<file path="config.mk">
export PLATFORM = sky130hd
export DESIGN_NAME = cec_rx_addr_filter
export DESIGN_NICKNAME = d
export VERILOG_FILES = /design/src/rtl/cec_filt_pkg.sv /design/src/rtl/cec_hdr_decode.sv /design/src/rtl/cec_frame_track.sv /design/src/rtl/cec_byte_deliver.sv /design/src/rtl/cec_rx_addr_filter.sv
export SDC_FILE = /design/constraint.sdc
export NUM_CORES = 1
export LEC_CHECK = 0
export ABC_AREA = 0
export BUFFER_PORTS_ARGS = -buffer_cell sky130_fd_sc_hd__buf_2
export CORE_MARGIN = 10
export CORE_UTILIZATION = 48
export CTS_CLUSTER_SIZE = 24
export DETAILED_ROUTE_END_ITERATION = 6
export PLACE_DENSITY = 0.78
export SLEW_MARGIN = 20
export SYNTH_ARGS = -nofsm -noshare
export SYNTH_HDL_FRONTEND = slang
export SYNTH_SLANG_ARGS = --single-unit
</file>
<file path="constraint.sdc">
create_clock -name clk -period 2.25 [get_ports clk]
set_input_delay 0.45 -clock clk [delete_from_list [all_inputs] [get_ports clk]]
set_output_delay 0.45 -clock clk [all_outputs]
set_load 0.005 [all_outputs]
</file>
<file path="src/rtl/cec_filt_pkg.sv">
package cec_filt_pkg;

    localparam int unsigned BYTE_W = 8;
    localparam int unsigned ADDR_W = 4;
    // logical addresses that can be owned; the all-ones code is broadcast
    localparam int unsigned N_ADDR = (1 << ADDR_W) - 1;
    localparam logic [ADDR_W-1:0] BCAST_ADDR = ADDR_W'(N_ADDR);

    typedef struct packed {
        logic own_hit;  // destination is one of this node's addresses
        logic bcast;    // destination is the broadcast code
        logic accept;   // frame goes to the receive buffer
        logic ack;      // node drives positive acknowledge
    } hdr_dec_t;

endpackage

</file>
<file path="src/rtl/cec_hdr_decode.sv">
module cec_hdr_decode
    import cec_filt_pkg::*;
(
    input  logic [BYTE_W-1:0] hdr_byte,
    input  logic [N_ADDR-1:0] own_map,
    input  logic              full_listen,
    output hdr_dec_t          dec
);
    logic [ADDR_W-1:0] dest;
    logic [N_ADDR-1:0] slot_hit;

    assign dest = hdr_byte[ADDR_W-1:0];

    // one comparator per ownable logical address
    for (genvar k = 0; k < N_ADDR; k++) begin : g_addr
        assign slot_hit[k] = own_map[k] && (dest == ADDR_W'(k));
    end

    always_comb begin
        dec.own_hit = |slot_hit;
        dec.bcast   = (dest == BCAST_ADDR);
        dec.accept  = dec.own_hit || dec.bcast || full_listen;
        // broadcast acknowledge is inverted: stay passive
        dec.ack     = dec.own_hit;
    end

endmodule

</file>
<file path="src/rtl/cec_frame_track.sv">
module cec_frame_track
    import cec_filt_pkg::*;
#(
    parameter int unsigned MAX_PAYLOAD = 15,
    localparam int unsigned CNT_W = $clog2(MAX_PAYLOAD + 1)
) (
    input  logic             clk,
    input  logic             rst_n,
    input  logic             byte_valid,
    input  logic             byte_last,
    input  logic             ack_slot,
    input  hdr_dec_t         dec,
    output logic             is_hdr,
    output logic             byte_take,
    output logic             frame_accept,
    output logic             ack_drive,
    output logic             eor_pulse,
    output logic [CNT_W-1:0] eor_count
);
    typedef struct packed {
        logic             in_frame;
        logic             accept;
        logic             bcast;
        logic             ack_en;
        logic             ack_win;
        logic [CNT_W-1:0] cnt;
        logic             eor;
        logic [CNT_W-1:0] eor_cnt;
    } trk_t;

    trk_t st_d, st_q;
    logic             cnt_full;
    logic [CNT_W-1:0] cnt_inc;

    assign is_hdr   = !st_q.in_frame;
    assign cnt_full = (st_q.cnt == CNT_W'(MAX_PAYLOAD));
    assign cnt_inc  = cnt_full ? st_q.cnt : st_q.cnt + CNT_W'(1);

    always_comb begin
        st_d     = st_q;
        st_d.eor = 1'b0;
        byte_take = 1'b0;
        if (byte_valid && is_hdr) begin
            st_d.accept   = dec.accept;
            st_d.bcast    = dec.bcast;
            st_d.ack_en   = dec.ack;
            st_d.ack_win  = dec.ack;
            st_d.cnt      = '0;
            st_d.in_frame = !byte_last;
            st_d.eor      = byte_last && dec.accept;
            st_d.eor_cnt  = byte_last ? '0 : st_q.eor_cnt;
            byte_take     = dec.accept;
        end else if (byte_valid) begin
            st_d.cnt      = cnt_inc;
            st_d.ack_win  = st_q.ack_en;
            st_d.in_frame = !byte_last;
            st_d.eor      = byte_last && st_q.accept;
            st_d.eor_cnt  = byte_last ? cnt_inc : st_q.eor_cnt;
            byte_take     = st_q.accept && !cnt_full;
        end else if (ack_slot) begin
            st_d.ack_win  = 1'b0;
        end
    end

    always_ff @(posedge clk or negedge rst_n) begin
        if (!rst_n) st_q <= '0;
        else        st_q <= st_d;
    end

    assign frame_accept = st_q.accept;
    assign ack_drive    = ack_slot && st_q.ack_win;
    assign eor_pulse    = st_q.eor;
    assign eor_count    = st_q.eor_cnt;

    p_bcast_quiet_r2: assert property (@(posedge clk) disable iff (!rst_n)
        ack_drive |-> !st_q.bcast);

    p_ack_once_r6: assert property (@(posedge clk) disable iff (!rst_n)
        ack_drive |=> (!ack_drive || $past(byte_valid)));

    p_ping_count_r8: assert property (@(posedge clk) disable iff (!rst_n)
        eor_pulse |-> ((eor_count == '0) == $past(is_hdr)));

    p_count_cap_r9: assert property (@(posedge clk) disable iff (!rst_n)
        (byte_valid && !is_hdr && cnt_full) |-> !byte_take);

endmodule

</file>
<file path="src/rtl/cec_byte_deliver.sv">
module cec_byte_deliver
    import cec_filt_pkg::*;
(
    input  logic              clk,
    input  logic              rst_n,
    input  logic              byte_valid,
    input  logic [BYTE_W-1:0] byte_data,
    input  logic              is_hdr,
    input  logic              byte_take,
    input  logic              rx_taken,
    input  logic              frame_accept,
    output logic              rx_byte_pulse,
    output logic [BYTE_W-1:0] rx_byte_data,
    output logic              overrun
);
    typedef struct packed {
        logic              pending;
        logic              pulse;
        logic [BYTE_W-1:0] data;
        logic              ovr;
    } dlv_t;

    dlv_t st_d, st_q;
    logic lost, store;

    assign lost  = byte_take && st_q.pending && !rx_taken;
    assign store = byte_take && !lost;

    always_comb begin
        st_d       = st_q;
        st_d.pulse = store;
        if (store)         st_d.data = byte_data;
        if (store)         st_d.pending = 1'b1;
        else if (rx_taken) st_d.pending = 1'b0;
        if (byte_valid && is_hdr) st_d.ovr = lost;
        else                      st_d.ovr = st_q.ovr || lost;
    end

    always_ff @(posedge clk or negedge rst_n) begin
        if (!rst_n) st_q <= '0;
        else        st_q <= st_d;
    end

    assign rx_byte_pulse = st_q.pulse;
    assign rx_byte_data  = st_q.data;
    assign overrun       = st_q.ovr;

    p_reject_silent_r3: assert property (@(posedge clk) disable iff (!rst_n)
        rx_byte_pulse |-> frame_accept);

    p_pulse_cause_r5: assert property (@(posedge clk) disable iff (!rst_n)
        rx_byte_pulse |-> $past(byte_valid));

    p_overrun_drop_r7: assert property (@(posedge clk) disable iff (!rst_n)
        $rose(overrun) |-> (!rx_byte_pulse && $stable(rx_byte_data)));

endmodule

</file>
<file path="src/rtl/cec_rx_addr_filter.sv">
module cec_rx_addr_filter
    import cec_filt_pkg::*;
#(
    parameter int unsigned MAX_PAYLOAD = 15,
    localparam int unsigned CNT_W = $clog2(MAX_PAYLOAD + 1)
) (
    input  logic              clk,
    input  logic              rst_n,
    input  logic              byte_valid,
    input  logic [BYTE_W-1:0] byte_data,
    input  logic              byte_last,
    input  logic              rx_taken,
    input  logic              ack_slot,
    input  logic [N_ADDR-1:0] own_map,
    input  logic              full_listen,
    output logic              frame_accept,
    output logic              ack_drive,
    output logic              rx_byte_pulse,
    output logic [BYTE_W-1:0] rx_byte_data,
    output logic              eor_pulse,
    output logic [CNT_W-1:0]  eor_count,
    output logic              overrun
);
    hdr_dec_t dec;
    logic     is_hdr;
    logic     byte_take;

    cec_hdr_decode u_dec (
        .hdr_byte    (byte_data),
        .own_map     (own_map),
        .full_listen (full_listen),
        .dec         (dec)
    );

    cec_frame_track #(.MAX_PAYLOAD(MAX_PAYLOAD)) u_trk (
        .clk          (clk),
        .rst_n        (rst_n),
        .byte_valid   (byte_valid),
        .byte_last    (byte_last),
        .ack_slot     (ack_slot),
        .dec          (dec),
        .is_hdr       (is_hdr),
        .byte_take    (byte_take),
        .frame_accept (frame_accept),
        .ack_drive    (ack_drive),
        .eor_pulse    (eor_pulse),
        .eor_count    (eor_count)
    );

    cec_byte_deliver u_dlv (
        .clk           (clk),
        .rst_n         (rst_n),
        .byte_valid    (byte_valid),
        .byte_data     (byte_data),
        .is_hdr        (is_hdr),
        .byte_take     (byte_take),
        .rx_taken      (rx_taken),
        .frame_accept  (frame_accept),
        .rx_byte_pulse (rx_byte_pulse),
        .rx_byte_data  (rx_byte_data),
        .overrun       (overrun)
    );

    p_ack_in_slot_r6: assert property (@(posedge clk) disable iff (!rst_n)
        ack_drive |-> (ack_slot && !rx_byte_pulse || ack_slot));

    p_hdr_accept_r1: assert property (@(posedge clk) disable iff (!rst_n)
        (byte_valid && is_hdr && own_map[byte_data[3:0] == 4'hF ? 0 : byte_data[3:0]]
         && byte_data[3:0] != 4'hF) |=> frame_accept);

endmodule

</file>
==> implementation parameters, run 1 <==
Parameter                              Value

Status
  Run status ... finished, final reports clean

Critical path
  WP data arrival ... 2.19 ns
  Nature of the critical path startpoint ... primary input
  Crit-path max cell delay ... between 0.5 and 0.6 ns
  Max FO, Critical Path ... 9
  Critical path's slowest cell ... sky130_fd_sc_hd__mux4_1
  WS Path Type ... primary input to flip-flop
  Series of cell instances along the critical path ... buf_2, mux4_1, mux2i_1, nor2_1, o31ai_4, buf_12, mux2_2
  Worst Path Required ... 2.45 ns
  Top delay family on crit path ... multiplexers
  WP buf/inv ... 2
  Crit. End Element ... flip-flop

Timing
  Worst hold margin ... 0.103 ns
  Number of hold violations in the final report ... 0
  Setup-failing EPs final ... 0
  Min cycle time layout ... between 1.5 and 2 ns
  Post-route setup TNS ... 0 ns
  Unrepaired setup endpoints after global routing ... false
  Achievable clock frequency ... ~0.50 GHz
  Share of the cycle needed by the critical path after routing ... between 80% and 90%
  Tightest slew margin relative to the limit ... between 60 and 70%
  Worst slew pin tran ... 0.525 ns
  Fin. max-slew vios ... 0
  Worst-case clock skew ... 0.00311 ns

Layout
  Antenna Diode Count ... 0
  Footprint of the multi-input gates ... between 500 and 600 um^2
  Area growth from synthesis to final layout ... 20.1%
  Number of nets in the layout ... 194
  Post-layout instance count excluding filler cells ... about 190
  Most common cell after layout, fill and taps aside ... sky130_fd_sc_hd__buf_2
  Most frequent cells in the layout ... sky130_fd_sc_hd__buf_2, sky130_fd_sc_hd__dfrtp_1, sky130_fd_sc_hd__o21ai_0
  FILL cells ... 225
  Final core occ ... around three fifths
  Footprint of the flip-flops and latches ... 601 um^2
  Fraction of layout instances using a drive strength above 1 ... 41.4%

Logic synthesis
  Number of register bits inferred by synthesis ... 24
  Syn avg cell area ... 10.8 um^2
  Fraction of registers with async set or reset after synthesis ... between 90% and 100%
  Library cells used by synthesis ... 34
  Sequential-to-total area share from yosys stat ... a little under half
  Mapped cell area ... 1290 um^2
  Most instantiated flip-flop cell in the synthesis netlist ... sky130_fd_sc_hd__dfrtp_1
  Synthesized net count ... between 150 and 200
  Synthesis Warnings ... 0
  Instance count of the mapped netlist ... between 100 and 150
  EDFF count, synth ... 0

Global route
  Global-route usage over all layers ... between 10% and 20%
  First-pass GRT wire length ... 5100 um
  Initial antenna violation count ... 0
  Largest net degree at the start of global routing ... 25
  Total gr overflow ... 0
  Number of global-route vias before repair ... about 1,100

Route
  Pre-antenna DRT Iters ... 4
  Total wirelength of the detailed-routed design ... 2970 um
  DRT iter0 DRCs ... 34
  Total DRC errors in the routed layout ... 0
  Routed WL per cell ... 15.5 um
  Routed vias/inst ... 5.43
  Detail Route Antenna Nets ... 0
  Via Count ... 1,042

Die
  Die Ht ... 71.9 um
  Area of the core ... 2520 um^2
  Initial standard-cell utilization of the core ... between 50 and 60%
  Overall die width ... 71.9 um
  Number of placement rows ... 18
  Number of primary I/O pins ... 47
  Die footprint ... just over 5000 um^2

Clock network
  CTS tree ... yes
  Count of instances resized after the clock tree is built ... 0
  Clock transition time at the flip-flop clock pins of the worst setup and hold paths ... between 0.1 and 0.15 ns
  Number of clock buffers inserted by TritonCTS ... 3
  CTS root buf ... sky130_fd_sc_hd__clkbuf_4
  Worst skew pair latency ... 0.30 ns
  Hold Buf Count CTS ... 0
  Clock net sink count ... 24
  Htree depth ... 1
  Maximum clock insertion buffer count ... 2
  Post CTS Setup Buffer Count ... 0

Power and ir drop
  Internal power component ... 0.780 mW
  Switching share of power ... 28.5%
  Power Density ... 701 nW/um^2
  Peak ir drop on the vdd network ... about 0.4 mV
  Power spent charging and discharging nets ... a little over 0.3 mW
  Seq pwr share ... a little over half
  Gate power share ... about 28%
  Leakage power ... roughly 0.79 nW
  Portion of total power attributed to the clock network ... between 15 and 20%

Placed design
  Number of port buffers ... 46
  Placed cells ... about 190
  Final Wtd Congestion ... between 0.7 and 0.8
  Total half-perimeter wirelength after legalization and detailed placement ... between 2000 and 3000 um

Worst hold path
  Class of the tightest hold or removal check ... primary input to async pin

Flow run
  Max-Cap Viols ... 0
[worst paths after layout]
| kind | to | slack, ns | from | depth (start not counted) |
|---|---|---|---|---|
| setup / recovery | u_dlv.rx_byte_data[3] | 0.26 | byte_data[0] | 7 |
| min in group clk | u_dlv.rx_byte_data[6] | 0.37 | byte_data[6] | 2 |
| max in group asynchronous | u_dlv.rx_byte_data[1] | 1.79 | rst_n | 1 |
| setup reg to reg | u_dlv.rx_byte_data[3] | 0.29 | u_trk.st_q[5] | 6 |
| hold / removal | u_dlv.overrun | 0.10 | rst_n | 1 |
| hold reg to reg | u_trk.eor_count[1] | 0.49 | u_trk.eor_count[1] | 2 |
[sequential cells by signal, indices dropped and copies added (netlist names)]
name,count
u_dlv.rx_byte_data,8
u_trk.st_q,7
u_trk.eor_count,4
u_dlv.overrun,1
u_dlv.rx_byte_pulse,1
u_dlv.st_q,1
u_trk.eor_pulse,1
u_trk.frame_accept,1
[through the flow]
step | setup WS [ns] | total power, mW | area, um^2
2_1_floorplan | 0.0198 | 0.796 | 1290
3_3_place_gp | -0.00214 | 0.870 | 1520
3_5_place_dp | -0.0580 | 0.892 | 1520
4_1_cts | 0.268 | 1.11 | 1560
5_1_grt | 0.192 | 1.17 | 1560
6_report | 0.257 | 1.09 | 1560
[area by class of cell]
class	count	area share (%)
Sequential cell	24	38.6
Clock buffer	4	2.33
Tap cell	30	2.41
Timing Repair Buffer	53	19.0
Inverter	5	1.21
Multi-Input combinational cell	76	36.4
[cells in the mapped netlist (all sizes together) (2+ instances only)]
cell type	count	area share [%]
nor3	4	1.5
dfrtp	24	46
buf	13	7.8
inv	5	1.4
mux2i	3	2.3
clkbuf	2	0.58
a41o	2	1.5
nand2b	2	0.97
nand3	6	2.3
and2b	2	1.2
mux2	7	6.1
a21oi	3	1.2
o21ai	10	3.9
a211oi	2	1.5
nor2	8	2.3
nand2	9	2.6
a22o	2	1.4
mux4	3	5.8
[power groups by stage]
stage / Combinational, mW / Clock, mW / Sequential, mW
detailed placement: 0.314 / 0 / 0.578
finish: 0.307 / 0.216 / 0.568
global route: 0.346 / 0.243 / 0.581
floorplan: 0.235 / 0 / 0.561
CTS: 0.315 / 0.229 / 0.568
global placement: 0.301 / 0 / 0.569
[per-layer routing]
metal  share of wire (%)  wire length, um  up-vias  global-route usage, %
li1                    -                -      510                      -
met1                  39             1150      497                   12.3
met2                  52             1550       33                   21.7
met3                 8.0              238        2                   3.67
met4                0.94               28        0                   4.52
met5                   0                0        -                      0
[logic make-up (layout without fill, tap and decap cells)]
family | Yosys count | count (layout) | synth area share (%)
fa+ha+maj | 1 | 1 | 0.966
compound gates | 27 | 27 | 15.6
simple gates | 34 | 34 | 12.4
mux | 13 | 13 | 14.2
buf+inv | 20 | 62 | 9.86
flops | 24 | 24 | 46.4
xor+xnor | 1 | 1 | 0.676
(Power assumes the default switching activity.)
==> run 2, diff against run 1 <==
--- a/config.mk
+++ b/config.mk
@@ -6,12 +6,13 @@
 export NUM_CORES = 1
 export LEC_CHECK = 0
 export ABC_AREA = 0
-export BUFFER_PORTS_ARGS = -buffer_cell sky130_fd_sc_hd__buf_2
+export BUFFER_PORTS_ARGS = -buffer_cell sky130_fd_sc_hd__buf_4
 export CORE_MARGIN = 10
 export CORE_UTILIZATION = 48
 export CTS_CLUSTER_SIZE = 24
 export DETAILED_ROUTE_END_ITERATION = 6
 export PLACE_DENSITY = 0.78
+export SETUP_SLACK_MARGIN = 0.1
 export SLEW_MARGIN = 20
 export SYNTH_ARGS = -nofsm -noshare
 export SYNTH_HDL_FRONTEND = slang
==> run 2 against run 1 <==
Effect of this change: flip-flop and latch count is the same; clock skew fell by 0.00056 ns; combinational power increased by 13%; register-to-register slack worse by 0.09 ns; critical endpoint is now u_dlv.rx_byte_data[1].
==> implementation parameters, run 2 (same netlist as run 1, synthesis figures left out) <==
Parameter                              Value

Layout
  Area growth from synthesis to final layout ... 26.7%
  Number of flip-flops in the largest register ... 8
  Most common cell after layout, fill and taps aside ... sky130_fd_sc_hd__buf_4
  Fraction of layout instances using a drive strength above 1 ... about two fifths
  Antenna Diode Count ... 0
  Most frequent cells in the layout ... sky130_fd_sc_hd__buf_4, sky130_fd_sc_hd__dfrtp_1, sky130_fd_sc_hd__o21ai_0
  Footprint of the flip-flops and latches ... 601 um^2
  Post-layout instance area ... 1640 um^2
  Number of nets in the layout ... 190
  Footprint of the multi-input gates ... 567 um^2
  FILL cells ... slightly above 200

Critical path
  WS Path Type ... flip-flop to flip-flop
  Critical path's slowest cell ... sky130_fd_sc_hd__dfrtp_1
  Flop2flop setup slack ... just under 0.2 ns
  Series of cell instances along the critical path ... ha_1, nand3_1, a41o_1, o31ai_4, buf_12, mux2_2
  Path depth of the worst reg2reg path ... 6
  Origin of the critical flop-to-flop path ... u_trk.st_q[5]
  Nature of the critical path startpoint ... flip-flop
  Crit. End Element ... flip-flop
  WP data arrival ... 2.26 ns
  Worst flop-to-flop path endpoint ... u_dlv.rx_byte_data[1]
  Worst Path Required ... about 2.5 ns
  Crit-path max cell delay ... ~0.45 ns
  Max FO, Critical Path ... 9

Route
  Total wirelength of the detailed-routed design ... roughly 2900 um
  Total DRC errors in the routed layout ... 0
  DRT iter0 DRCs ... 30
  Pre-antenna DRT Iters ... 4
  Detail Route Antenna Nets ... 0
  Via Count ... about 1,000
  Routed vias/inst ... about 5.4
  Routed WL per cell ... approximately 15 um

Die
  Die footprint ... 5180 um^2
  Die Ht ... 71.9 um
  Initial standard-cell utilization of the core ... 51.3%
  Overall die width ... ~70 um
  Number of placement rows ... 18
  Number of primary I/O pins ... 47
  Area of the core ... between 2000 and 3000 um^2

Power and ir drop
  Total Power Consumption ... between 1 and 1.5 mW
  Peak ir drop on the vdd network ... a little under 0.4 mV
  Leakage power ... 0.802 nW
  Power Density ... between 600 and 700 nW/um^2

Clock network
  Maximum clock insertion buffer count ... 2
  CTS tree ... yes
  CTS root buf ... sky130_fd_sc_hd__clkbuf_4
  Clock transition time at the flip-flop clock pins of the worst setup and hold paths ... 0.13 ns
  Number of clock buffers inserted by TritonCTS ... 3
  Clock net sink count ... 24
  Post CTS Setup Buffer Count ... 0
  Htree depth ... 1
  Hold Buf Count CTS ... 0
  Count of instances resized after the clock tree is built ... 0
  Worst skew pair latency ... between 0.3 and 0.4 ns

Timing
  Worst hold margin ... between 0.006 and 0.007 ns
  Min cycle time layout ... slightly above 2 ns
  Achievable clock frequency ... just under 0.5 GHz
  Worst-case clock skew ... 0.00256 ns
  Share of the cycle needed by the critical path after routing ... between 90% and 100%
  Tightest slew margin relative to the limit ... about two thirds
  Post-route setup TNS ... 0 ns
  Setup-failing EPs final ... 0
  Unrepaired setup endpoints after global routing ... false
  Number of hold violations in the final report ... 0
  Worst slew pin tran ... around 0.5 ns
  Fin. max-slew vios ... 0

Global route
  Global-route usage over all layers ... roughly 11%
  Initial antenna violation count ... 0
  Total gr overflow ... 0
  Number of global-route vias before repair ... roughly 1,100
  Largest net degree at the start of global routing ... 25
  First-pass GRT wire length ... ~4700 um

Status
  Run status ... finished, final reports clean

Placed design
  Number of port buffers ... between 40 and 50
  Total half-perimeter wirelength after legalization and detailed placement ... around 2400 um
  Instance area after placement ... approximately 1600 um^2
  Final Wtd Congestion ... 0.781

Flow run
  Max-Cap Viols ... 0

Worst hold path
  Class of the tightest hold or removal check ... primary input to async pin
## run 2: cell types whose count changed in the layout (fill, tap and decap cells not counted), sizes merged
| cell | previous run | this run |
|---|---|---|
| buf | 53 | 49 |
## run 2: metal layers
metal | vias up | part of all wire [%] | global-route usage, %
met2 | 32 | 48 | 17.5
met1 | 481 | 42 | 12.6
met3 | 2 | 8.2 | 4.22
li1 | 499 | - | -
met4 | 0 | 1.5 | 5.81
met5 | - | 0 | 0
## run 2: worst max-delay path by stage
stage	start	endpoint	slack, ns	cells past startpoint
global route	u_trk.st_q[5]	u_dlv.rx_byte_data[5]	0.10	6
floorplan	byte_data[0]	u_dlv.rx_byte_data[0]	0.09	6
detailed placement	byte_data[0]	u_dlv.rx_byte_data[1]	0.03	7
CTS	u_trk.st_q[5]	u_dlv.rx_byte_data[1]	0.19	6
global placement	byte_data[0]	u_dlv.rx_byte_data[0]	0.08	7
finish	u_trk.st_q[5]	u_dlv.rx_byte_data[1]	0.20	6
## run 2: area by class of cell
cell class | count | area share, %
Tap cell | 30 | 2.29
Multi-Input combinational cell | 76 | 34.6
Clock buffer | 4 | 2.21
Inverter | 5 | 1.14
Sequential cell | 24 | 36.6
Timing Repair Buffer | 49 | 23.2
## run 2: worst max-delay path, delay by kind of cell (launching register included)
kind	cells	cell delay (ns)
AO/OA/AOI/OAI	2	0.61
flip-flops	1	0.45
multiplexers	1	0.33
adder cells (fa/ha/maj)	1	0.27
buffers and inverters	1	0.16
AND/OR/NAND/NOR	1	0.13
## run 2: power by group
group          total [mW]  switching, mW  internal [mW]  leakage, nW
clock network       0.223          0.124         0.0988       0.0210
logic               0.348          0.137          0.211        0.484
registers           0.569         0.0548          0.514        0.297
## run 2: through the flow
| stage | cells | utilization (%) | setup slack (ns) |
|---|---|---|---|
| after detailed placement | 184 | 63.6 | 0.0278 |
| after global placement | 184 | 63.6 | 0.0804 |
| after floorplan | 120 | - | 0.0887 |
| after global routing | 188 | 65.0 | 0.100 |
| final | 188 | 65.0 | 0.199 |
| after CTS | 188 | 65.0 | 0.189 |
